**src/rtl/reset_seq_pkg.sv**
```systemverilog
package reset_seq_pkg;
  typedef enum logic {
    SEQ_IDLE = 1'b0,
    SEQ_HOLD = 1'b1
  } seq_state_e;
endpackage

```
**src/rtl/rsq_sync.sv**
```systemverilog
module rsq_sync #(
  parameter int STAGES = 2
) (
  input  logic clk_i,
  input  logic rst_ni,
  input  logic d_i,
  output logic q_o
);
  logic [STAGES-1:0] chain_q;

  generate
    for (genvar i = 0; i < STAGES; i++) begin : g_stage
      always_ff @(posedge clk_i or negedge rst_ni) begin
        if (!rst_ni) chain_q[i] <= 1'b1;
        else if (i == 0) chain_q[i] <= d_i;
        else chain_q[i] <= chain_q[(i > 0) ? i-1 : 0];
      end
    end
  endgenerate

  assign q_o = chain_q[STAGES-1];
endmodule

```
**src/rtl/rsq_filter.sv**
```systemverilog
module rsq_filter #(
  parameter int FILT_CYC = 4
) (
  input  logic clk_i,
  input  logic rst_ni,
  input  logic low_i,
  output logic qual_o
);
  localparam int CW = $clog2(FILT_CYC + 1);

  logic [CW-1:0] cnt_q;

  // consecutive low samples, saturating; any high sample restarts
  always_ff @(posedge clk_i or negedge rst_ni) begin
    if (!rst_ni) cnt_q <= '0;
    else if (!low_i) cnt_q <= '0;
    else if (cnt_q != CW'(FILT_CYC)) cnt_q <= cnt_q + CW'(1);
  end

  assign qual_o = (cnt_q == CW'(FILT_CYC));

  a_r2_qual_after_low: assert property (@(posedge clk_i) disable iff (!rst_ni)
    qual_o |-> $past(low_i));
endmodule

```
**src/rtl/rsq_stretch.sv**
```systemverilog
module rsq_stretch
  import reset_seq_pkg::*;
#(
  parameter int HOLD_CYC = 18
) (
  input  logic clk_i,
  input  logic rst_ni,
  input  logic qual_i,
  input  logic low_i,
  output logic rst_nxt_o,
  output logic rel_nxt_o,
  output logic rst_o
);
  localparam int HW = $clog2(HOLD_CYC + 1);

  seq_state_e    st_q, st_d;
  logic [HW-1:0] hold_q, hold_d;
  logic          rel;

  always_comb begin
    st_d   = st_q;
    hold_d = hold_q;
    rel    = 1'b0;
    unique case (st_q)
      SEQ_IDLE: begin
        if (qual_i) begin
          st_d   = SEQ_HOLD;
          hold_d = HW'(1);
        end
      end
      SEQ_HOLD: begin
        // leave only after the minimum count and with the line released
        if (hold_q >= HW'(HOLD_CYC) && !low_i) begin
          st_d   = SEQ_IDLE;
          hold_d = '0;
          rel    = 1'b1;
        end else if (hold_q < HW'(HOLD_CYC)) begin
          hold_d = hold_q + HW'(1);
        end
      end
      default: st_d = SEQ_IDLE;
    endcase
  end

  always_ff @(posedge clk_i or negedge rst_ni) begin
    if (!rst_ni) begin
      st_q   <= SEQ_IDLE;
      hold_q <= '0;
    end else begin
      st_q   <= st_d;
      hold_q <= hold_d;
    end
  end

  assign rst_nxt_o = (st_d == SEQ_HOLD);
  assign rel_nxt_o = rel;
  assign rst_o     = (st_q == SEQ_HOLD);

  a_r4_rise_needs_qual: assert property (@(posedge clk_i) disable iff (!rst_ni)
    $rose(rst_o) |-> $past(qual_i));
  a_r5_release_needs_high: assert property (@(posedge clk_i) disable iff (!rst_ni)
    $fell(rst_o) |-> $past(!low_i));
endmodule

```
**src/rtl/rsq_strobe.sv**
```systemverilog
module rsq_strobe (
  input  logic clk_i,
  input  logic rst_ni,
  input  logic rst_nxt_i,
  input  logic rel_nxt_i,
  input  logic rst_i,
  output logic ds_n_o,
  output logic as_n_o,
  output logic pc_load_o
);
  logic ds_q, as_q, pl_q;

  always_ff @(posedge clk_i or negedge rst_ni) begin
    if (!rst_ni) begin
      ds_q <= 1'b1;
      as_q <= 1'b1;
      pl_q <= 1'b0;
    end else begin
      ds_q <= !rst_nxt_i;
      as_q <= rst_nxt_i ? !as_q : 1'b1;
      pl_q <= rel_nxt_i;
    end
  end

  assign ds_n_o    = ds_q;
  assign as_n_o    = as_q;
  assign pc_load_o = pl_q;

  a_r6_ds_low: assert property (@(posedge clk_i) disable iff (!rst_ni)
    rst_i |-> !ds_n_o);
  a_r7_as_toggles: assert property (@(posedge clk_i) disable iff (!rst_ni)
    (rst_i && $past(rst_i)) |-> (as_n_o != $past(as_n_o)));
  a_r8_load_on_fall: assert property (@(posedge clk_i) disable iff (!rst_ni)
    $fell(rst_i) |-> pc_load_o);
  a_r8_load_single: assert property (@(posedge clk_i) disable iff (!rst_ni)
    pc_load_o |=> !pc_load_o);
endmodule

```
**src/rtl/reset_sequencer.sv**
```systemverilog
module reset_sequencer #(
  parameter int          SYNC_STAGES = 2,
  parameter int          FILT_CYC    = 4,
  parameter int          HOLD_CYC    = 18,
  parameter int          VEC_W       = 16,
  parameter logic [15:0] START_VEC   = 16'h000C
) (
  input  logic             clk_i,
  input  logic             rst_ni,
  input  logic             ext_rst_ni,
  output logic             core_rst_o,
  output logic             ds_n_o,
  output logic             as_n_o,
  output logic             pc_load_o,
  output logic [VEC_W-1:0] start_vec_o
);
  logic sync_q, qual, rst_nxt, rel_nxt, rst_q;

  rsq_sync #(.STAGES(SYNC_STAGES)) u_sync (
    .clk_i(clk_i), .rst_ni(rst_ni), .d_i(ext_rst_ni), .q_o(sync_q)
  );

  rsq_filter #(.FILT_CYC(FILT_CYC)) u_filter (
    .clk_i(clk_i), .rst_ni(rst_ni), .low_i(!sync_q), .qual_o(qual)
  );

  rsq_stretch #(.HOLD_CYC(HOLD_CYC)) u_stretch (
    .clk_i(clk_i), .rst_ni(rst_ni), .qual_i(qual), .low_i(!sync_q),
    .rst_nxt_o(rst_nxt), .rel_nxt_o(rel_nxt), .rst_o(rst_q)
  );

  rsq_strobe u_strobe (
    .clk_i(clk_i), .rst_ni(rst_ni), .rst_nxt_i(rst_nxt), .rel_nxt_i(rel_nxt),
    .rst_i(rst_q), .ds_n_o(ds_n_o), .as_n_o(as_n_o), .pc_load_o(pc_load_o)
  );

  assign core_rst_o  = rst_q;
  assign start_vec_o = VEC_W'(START_VEC);

  a_r1_idle_strobes: assert property (@(posedge clk_i) disable iff (!rst_ni)
    !core_rst_o |-> (ds_n_o && as_n_o));
endmodule

```
**config.mk**
```make
export PLATFORM = sky130hd
export DESIGN_NAME = reset_sequencer
export DESIGN_NICKNAME = d
export VERILOG_FILES = /design/src/rtl/reset_seq_pkg.sv /design/src/rtl/rsq_sync.sv /design/src/rtl/rsq_filter.sv /design/src/rtl/rsq_stretch.sv /design/src/rtl/rsq_strobe.sv /design/src/rtl/reset_sequencer.sv
export SDC_FILE = /design/constraint.sdc
export NUM_CORES = 1
export LEC_CHECK = 0
export BUFFER_PORTS_ARGS = -buffer_cell sky130_fd_sc_hd__buf_4
export CORE_ASPECT_RATIO = 1.2
export CORE_UTILIZATION = 50
export CTS_CLUSTER_SIZE = 25
export DETAILED_ROUTE_END_ITERATION = 8
export GPL_ROUTABILITY_DRIVEN = 0
export GPL_TIMING_DRIVEN = 1
export PLACE_DENSITY = 0.84
export SLEW_MARGIN = 15
export SYNTH_ARGS = -nofsm -noshare
export SYNTH_HDL_FRONTEND = slang
export SYNTH_HIERARCHICAL = 1
export SYNTH_SLANG_ARGS = --single-unit
```
**constraint.sdc**
```tcl
create_clock -name clk_i -period 1.8 [get_ports clk_i]
set_clock_uncertainty 0.05 [all_clocks]
set_input_delay 0.09 -clock clk_i [delete_from_list [all_inputs] [get_ports clk_i]]
set_output_delay 0.09 -clock clk_i [all_outputs]
set_load 0.01 [all_outputs]
```
* After elaboration in Yosys (flattened, before gate mapping) *
Index checks and enable logic that the tools add are counted.

operators by class
  add/sub/neg operators = 2
  reductions and logical operators = 5
  bitwise logic cells = 1
  equal/unequal tests = 4
  $lt $le $gt $ge = 2
  muxes and demuxes = 12

operators with widths
  operator                                                        count
  5-bit 2-to-1 mux                                                3
  5-bit one-hot mux with 2 select lines                           1
  3-bit 2-to-1 mux                                                2
  3-bit inequality test (second input constant)                   2
  5-bit by 1-bit adder with 5-bit output (second input constant)  1
  5-bit greater-or-equal comparator (second input constant)       1
  5-bit < comparator (second input constant)                      1
  1-bit 2-to-1 mux                                                5
  3-bit by 1-bit adder with 3-bit output (second input constant)  1
  3-bit equality test (second input constant)                     1
  1-bit logical NOT                                               2
  2-bit inequality test (second input constant)                   1
  1-bit one-hot mux with 2 select lines                           1
  2-bit AND reduction                                             1
  2-bit nonzero test                                              1
  1-bit logical AND                                               1
  1-bit inverter                                                  1

storage, ports and cells
  output and inout port bits = 20
  register bits after elaboration = 14

* Logic depth before layout (Yosys ltp) *
Gate-level depths: netlist of run 1.

  depth in word-level cells = 5
  gate-level depth with buffers = 6
  depth with buffers taken out = 6

* By module *
Netlist of run 1, hierarchy kept.

by module, submodules not included
  module           cells an instance  seq. area each (µm²)  times used  area an instance (µm²)
  rsq_stretch      42                 150.1                 1           389.1
  rsq_filter       17                 75.1                  1           171.4
  reset_sequencer  19                 0.0                   1           131.4
  rsq_strobe       5                  77.6                  1           85.1
  rsq_sync         2                  52.6                  1           52.6

* Worst setup path before layout of run 1 *
No wires, ideal clock.

  path kind = register to register
  start point = reg u_filter.cnt_q[0]
  end point = reg u_stretch.hold_q[0]
  required time = 1622 ps
  data arrival time = 1139 ps
  setup slack = 484 ps
  path buffers = 0
  period minus slack after synthesis = 1316 ps
  stages on the path, launching flop included = 7
  cell sequence = dfrtp_1 inv_1 ha_1 and2_4 nor2_1 a21oi_1 a2bb2oi_1

on the way
  cells in the longest elaborated chain, start to end = 3

RTL lines
  what                             line                   text
  from (decl)                      rsq_filter.sv:11       logic [CW-1:0] cnt_q;
  from (signal assigned)           rsq_filter.sv:17       else if (cnt_q != CW'(FILT_CYC)) cnt_q <= cnt_q + CW'(1);
  3-bit equality test              rsq_filter.sv:20       assign qual_o = (cnt_q == CW'(FILT_CYC));
  named net qual                   reset_sequencer.sv:17  logic sync_q, qual, rst_nxt, rel_nxt, rst_q;
  2-bit inequality test (no line)  --
  2-bit AND reduction (no line)    --
  to (signal assigned)             rsq_stretch.sv:51      hold_q <= hold_d;
  to (decl)                        rsq_stretch.sv:17      logic [HW-1:0] hold_q, hold_d;

The timed path passes the listed nets, and every way through them passes these cells.
A chain may end at the register's enable or synchronous reset.

* Worst setup path in the final report of run 1 *
Same ends and word-level chain as after synthesis.

==> results of run 1 <==
-- routing by layer --
layer | track usage [%] | wire length [um] | share of wire, % | up-vias
met5 | 0 | 0 | 0 | -
met2 | 29.33 | 698 | 53 | 13
met1 | 21.60 | 556 | 42 | 272
met4 | 12.41 | 27 | 2.0 | 0
met3 | 2.899 | 34 | 2.6 | 4
li1 | - | - | - | 275
-- final cells by class --
cell class	count	area [sq um]	area share, %
multi-input combinational	60	370.4	42.35
sequential	14	355.3	40.63
timing repair buffer	8	65.06	7.439
clock buffer	4	36.28	4.149
inverter	7	26.28	3.004
tap	17	21.27	2.432
-- worst max-delay path: stages (launching register included) --
cell and delay (ps):
dfrtp_1 390, inv_1 60, ha_1 240, and2_4 190
nor2_1 260, a21oi_1 90, a2bb2oi_1 150
-- sequential cells by signal (all words and copies together) (netlist names) --
signal / count
u_filter/cnt_q: 3
u_stretch/hold_q: 5
u_stretch/rst_o: 1
u_strobe/as_n_o: 1
u_strobe/ds_n_o: 1
u_strobe/pc_load_o: 1
u_sync/chain_q: 1
u_sync/q_o: 1
-- power breakdown --
part	switching, mW	internal [mW]	total, mW
Clock	0.0992	0.123	0.222
Combinational	0.207	0.200	0.406
Sequential	0.125	0.421	0.546
Total	0.430	0.744	1.17
-- cells in the final DEF (no fill, tap or decap), drive strengths merged, types with 3 or more instances in the layout --
master  instances
conb           16
dfrtp          10
inv             7
buf             6
nand2           5
ha              4
dfstp           4
clkbuf          4
o21ai           4
nand2b          3
nor2            3
o22ai           3
-- repair_timing --
item                                   CTS  global route
endpoints found under the hold margin   15             0
hold buffers                             2             0
resized for setup                        0             0
-- path summary, 6_finish.rpt --
kind                                               startpoint                         endpoint  slack, ps  cells after the start
worst max-delay path            u_filter/cnt_q[0]$_DFFE_PN0P_  u_stretch/hold_q[0]$_DFFE_PN0P_        240                      6
min in group clk_i                u_sync/chain_q[0]$_DFF_PN1_             u_sync/q_o$_DFF_PN1_        310                      0
max in group asynchronous                              rst_ni        u_strobe/ds_n_o$_DFF_PN1_       1330                      2
worst max register to register  u_filter/cnt_q[0]$_DFFE_PN0P_  u_stretch/hold_q[0]$_DFFE_PN0P_        240                      6
worst min-delay path                                   rst_ni    u_filter/cnt_q[0]$_DFFE_PN0P_        130                      2
worst min register to register    u_sync/chain_q[0]$_DFF_PN1_             u_sync/q_o$_DFF_PN1_        310                      0
-- through the flow --
step           worst slack [ps]  cells  hold WS, ps  cell area [sq um]
3_3_place_gp              310.6    104       -104.9              818.3
3_5_place_dp              259.1    104       -100.9              818.3
6_report                  235.9    110        130.2              874.6
2_1_floorplan             483.6     99       -255.6              882.1
5_1_grt                   121.8    110        140.1              874.6
4_1_cts                   241.8    110        127.6              874.6
-- kinds of logic after synthesis --
kind of cell,after synthesis,synth area share (%)
adders and majority gates,4,6.033
AOI/OAI and AO/OA,17,14.48
buffers and inverters,25,18.85
xor gates and xnor gates,1,1.056
and+or+nand+nor,22,15.84
DFF,14,42.84
other,2,0.9053
==> flow_metrics.py, run 1 <==
metrics = {
    "status": {
        "status": "finished, final reports clean",
    },
    "floorplan": {
        "io_pins": 23,
        "core_sq_um": 1501,
        "die_y_um": 46.62,
        "fp.dieArea_sq_um": 1827,
        "num_rows": 15,
        "initial_core_util_pct": 55.25,
        "fp.dieW_um": 39.19,
    },
    "global_routing": {
        "grt_pass1_vias": 501,
        "grt_max_degree": 15,
        "grt_pass1_wl_um": 2125,
        "grt_usage_pct": 18.13,
        "antenna_found_initial": 0,
        "grt_overflow": 0,
    },
    "sta": {
        "finalSetupViolCount": 0,
        "finalCritPeriodShare_pct": 86.89,
        "finalCriticalPeriod_ps": 1564,
        "max_freq_mhz": 639.4,
        "hold_viol": 0,
        "slew_viol_final": 0,
        "final.setup.tns_ps": 0,
        "rsz0062_at_grt": "no",
    },
    "logic_synthesis": {
        "ys_types": 31,
        "syn_area_per_cell_sq_um": 9.759,
        "synth.area.top_cells": "dfrtp_1 30%, buf_4 14%, dfstp_2 13%, ha_1 6.0%, inv_1 3.2%",
        "yosys.area.top_type_share_pct": 30.17,
        "seq_area_frac_synth_pct": 42.84,
        "synth_most_common_cell": "buf_4",
        "ys_ff_latch": 14,
        "synthCells": 85,
        "syn_area_sq_um": 829.5,
        "synth_top_cells_by_count": "16 x buf_4, 10 x dfrtp_1, 7 x inv_1",
        "yosysTopAreaCell": "dfrtp_1",
        "async_flop_share_pct": 100.0,
        "synth_edf_count": 0,
        "yosys_warnings": 6,
        "synth_flop_cell": "dfrtp_1",
    },
    "drt": {
        "postRouteWirelength_um": 1318,
        "vias": 564,
        "drt-initial-drc-count": 10,
        "drc_errors": 0,
        "wl_per_cell_um": 11.98,
        "antenna_left": 0,
        "vias_per_cell": 5.127,
        "dr.pass1.iters": 3,
    },
    "final_layout": {
        "antenna_cells": 0,
        "post-route-util_pct": 58.25,
        "num-nets-final": 101,
        "areaGrowthSynthToFinish_pct": 5.430,
        "drive_gt1_share_pct": 19.35,
        "fillers": 133,
    },
    "clock_tree": {
        "cts_setup_buffers": 0,
        "root_buffer": "clkbuf_4",
        "clockBufferDepth": 2,
        "clk_pin_slew_ps": 80,
        "cts_tree": "built",
        "cts_inserted_buffers": 3,
        "clkSinkCount": 14,
        "clock_latency_ps": 280,
        "htree_num_levels": 1,
    },
    "setup_path": {
        "required_ps": 1900,
        "worstPathMaxFanout": 4,
        "worstSetupPathType": "flip-flop to flip-flop",
        "cp-start-kind": "flip-flop",
        "arrival_ps": 1660,
        "end_kind": "flip-flop",
    },
    "power": {
        "leakagePower_nw": 0.4258,
        "power_mw": 1.174,
        "p_per_area_nw_per_um2": 1343,
        "peakVddDrop_v": 0.0006372,
    },
    "placed_design": {
        "place_hpwl_um": 959.9,
        "portBuffers": 6,
    },
    "worst_hold_path": {
        "hp-class": "input pin to asynchronous set/reset pin",
    },
    "job": {
        "cap_violations": 0,
    },
}
Power figures use the tool's default switching activity.
==> run 2, diff against run 1 <==
PLACE_DENSITY = unset   (was 0.84)
PLACE_DENSITY_LB_ADDON = 0.25   (was unset)
==> flow_metrics.py, run 2 (same netlist as run 1, synthesis figures left out) <==
metrics = {
    "status": {
        "status": "finished, final reports clean",
    },
    "global_routing": {
        "grt_max_degree": 15,
        "antenna_found_initial": 0,
        "grt_pass1_vias": 517,
        "grt_pass1_wl_um": 2318,
        "grt_use_met1_pct": 24.62,
        "top_usage_layer": "met2",
        "use_met3_pct": 2.899,
        "grt_usage_pct": 18.71,
        "grt.met2_usage_pct": 31.00,
        "grt_overflow": 0,
    },
    "sta": {
        "slew_viol_final": 0,
        "finalCritPeriodShare_pct": 85.83,
        "finalSetupViolCount": 0,
        "rsz0062_at_grt": "no",
        "finalCriticalPeriod_ps": 1545,
        "worst_slack_ps": 255.0,
        "final.setup.tns_ps": 0,
        "max_freq_mhz": 647.2,
        "hold_viol": 0,
    },
    "drt": {
        "antenna_left": 0,
        "vias": 556,
        "drt-initial-drc-count": 14,
        "wl_per_cell_um": 12.59,
        "vias_per_cell": 5.055,
        "postRouteWirelength_um": 1385,
        "dr.pass1.iters": 4,
        "drc_errors": 0,
    },
    "final_layout": {
        "final_cell_mix": "16 x conb_1, 10 x dfrtp_1, 7 x inv_1",
        "fillers": 138,
        "drive_gt1_share_pct": 18.28,
        "num-nets-final": 101,
        "largest_reg_flops": 5,
        "top_register": "u_stretch/hold_q",
        "reg.largest.list": "u_stretch/hold_q x5, u_filter/cnt_q x3",
        "finalNonFillerCells": 110,
        "post-route-util_pct": 57.58,
        "final_common_cell": "conb_1",
        "antenna_cells": 0,
        "areaGrowthSynthToFinish_pct": 4.223,
    },
    "clock_tree": {
        "cts_inserted_buffers": 3,
        "cts_hold_buf": 2,
        "root_buffer": "clkbuf_4",
        "clk_pin_slew_ps": 90,
        "htree_num_levels": 1,
        "clock_latency_ps": 270,
        "clkSinkCount": 14,
        "cts_tree": "built",
        "cts_setup_buffers": 0,
        "clockBufferDepth": 2,
        "ctsResizeCount": 0,
    },
    "floorplan": {
        "fp.dieW_um": 39.19,
        "initial_core_util_pct": 55.25,
        "io_pins": 23,
        "core_sq_um": 1501,
        "num_rows": 15,
        "die_y_um": 46.62,
        "fp.dieArea_sq_um": 1827,
    },
    "placed_design": {
        "place_ws_ps": 260.2,
        "dp.cells": 104,
        "place_hpwl_um": 978.7,
        "portBuffers": 6,
    },
    "job": {
        "cap_violations": 0,
    },
    "power": {
        "p_per_area_nw_per_um2": 1322,
        "peakVddDrop_v": 0.0005700,
        "power_mw": 1.143,
        "leakagePower_nw": 0.4198,
    },
    "setup_path": {
        "required_ps": 1890,
        "end_kind": "flip-flop",
        "cp-start-kind": "flip-flop",
        "worstPathMaxFanout": 4,
        "arrival_ps": 1630,
        "worstSetupPathType": "flip-flop to flip-flop",
    },
    "worst_hold_path": {
        "hp-class": "input pin to asynchronous set/reset pin",
    },
}
-- run 2: cell counts in the layout (fill, tap and decap cells not counted) --
No cell type changed its count.
-- run 2: critical path: stages, from the launching register on --
cell       delay, ps
dfrtp_1          400
inv_1             70
ha_1             240
and2_4           200
nor2_1           240
a21oi_1           70
a2bb2oi_1        150
-- run 2: stage by stage --
step,instance area (sq um),hold WS [ps]
final,864.6,146.0
after floorplan,882.1,-255.6
after CTS,864.6,144.6
after global routing,864.6,152.5
after global placement,818.3,-102.2
after detailed placement,818.3,-102.7
-- run 2: final cells by class --
cell class / count / area (sq um) / share of cell area, %
clock buffer: 4 / 26.28 / 3.039
inverter: 7 / 26.28 / 3.039
multi-input combinational: 60 / 370.4 / 42.84
sequential: 14 / 355.3 / 41.10
tap: 17 / 21.27 / 2.460
timing repair buffer: 8 / 65.06 / 7.525
-- run 2: metal layers --
metal,up-vias,share of wire [%]
met5,-,0
met4,0,0.29
met3,2,1.8
met2,7,52
met1,268,46
li1,279,-
-- run 2: worst paths after layout --
kind                                               start                         endpoint  slack, ps  cells after the start
min in group clk_i           u_sync/chain_q[0]$_DFF_PN1_             u_sync/q_o$_DFF_PN1_        310                      0
max in group asynchronous                         rst_ni        u_strobe/ds_n_o$_DFF_PN1_       1320                      2
min reg2reg                  u_sync/chain_q[0]$_DFF_PN1_             u_sync/q_o$_DFF_PN1_        310                      0
max                        u_filter/cnt_q[0]$_DFFE_PN0P_  u_stretch/hold_q[0]$_DFFE_PN0P_        250                      6
min                                               rst_ni    u_filter/cnt_q[2]$_DFFE_PN0P_        150                      2
max reg2reg                u_filter/cnt_q[0]$_DFFE_PN0P_  u_stretch/hold_q[0]$_DFFE_PN0P_        250                      6
-- run 2: report_power, final --
group          switching, mW  internal [mW]
clock network         0.0983         0.0857
logic                  0.209          0.201
registers              0.127          0.421
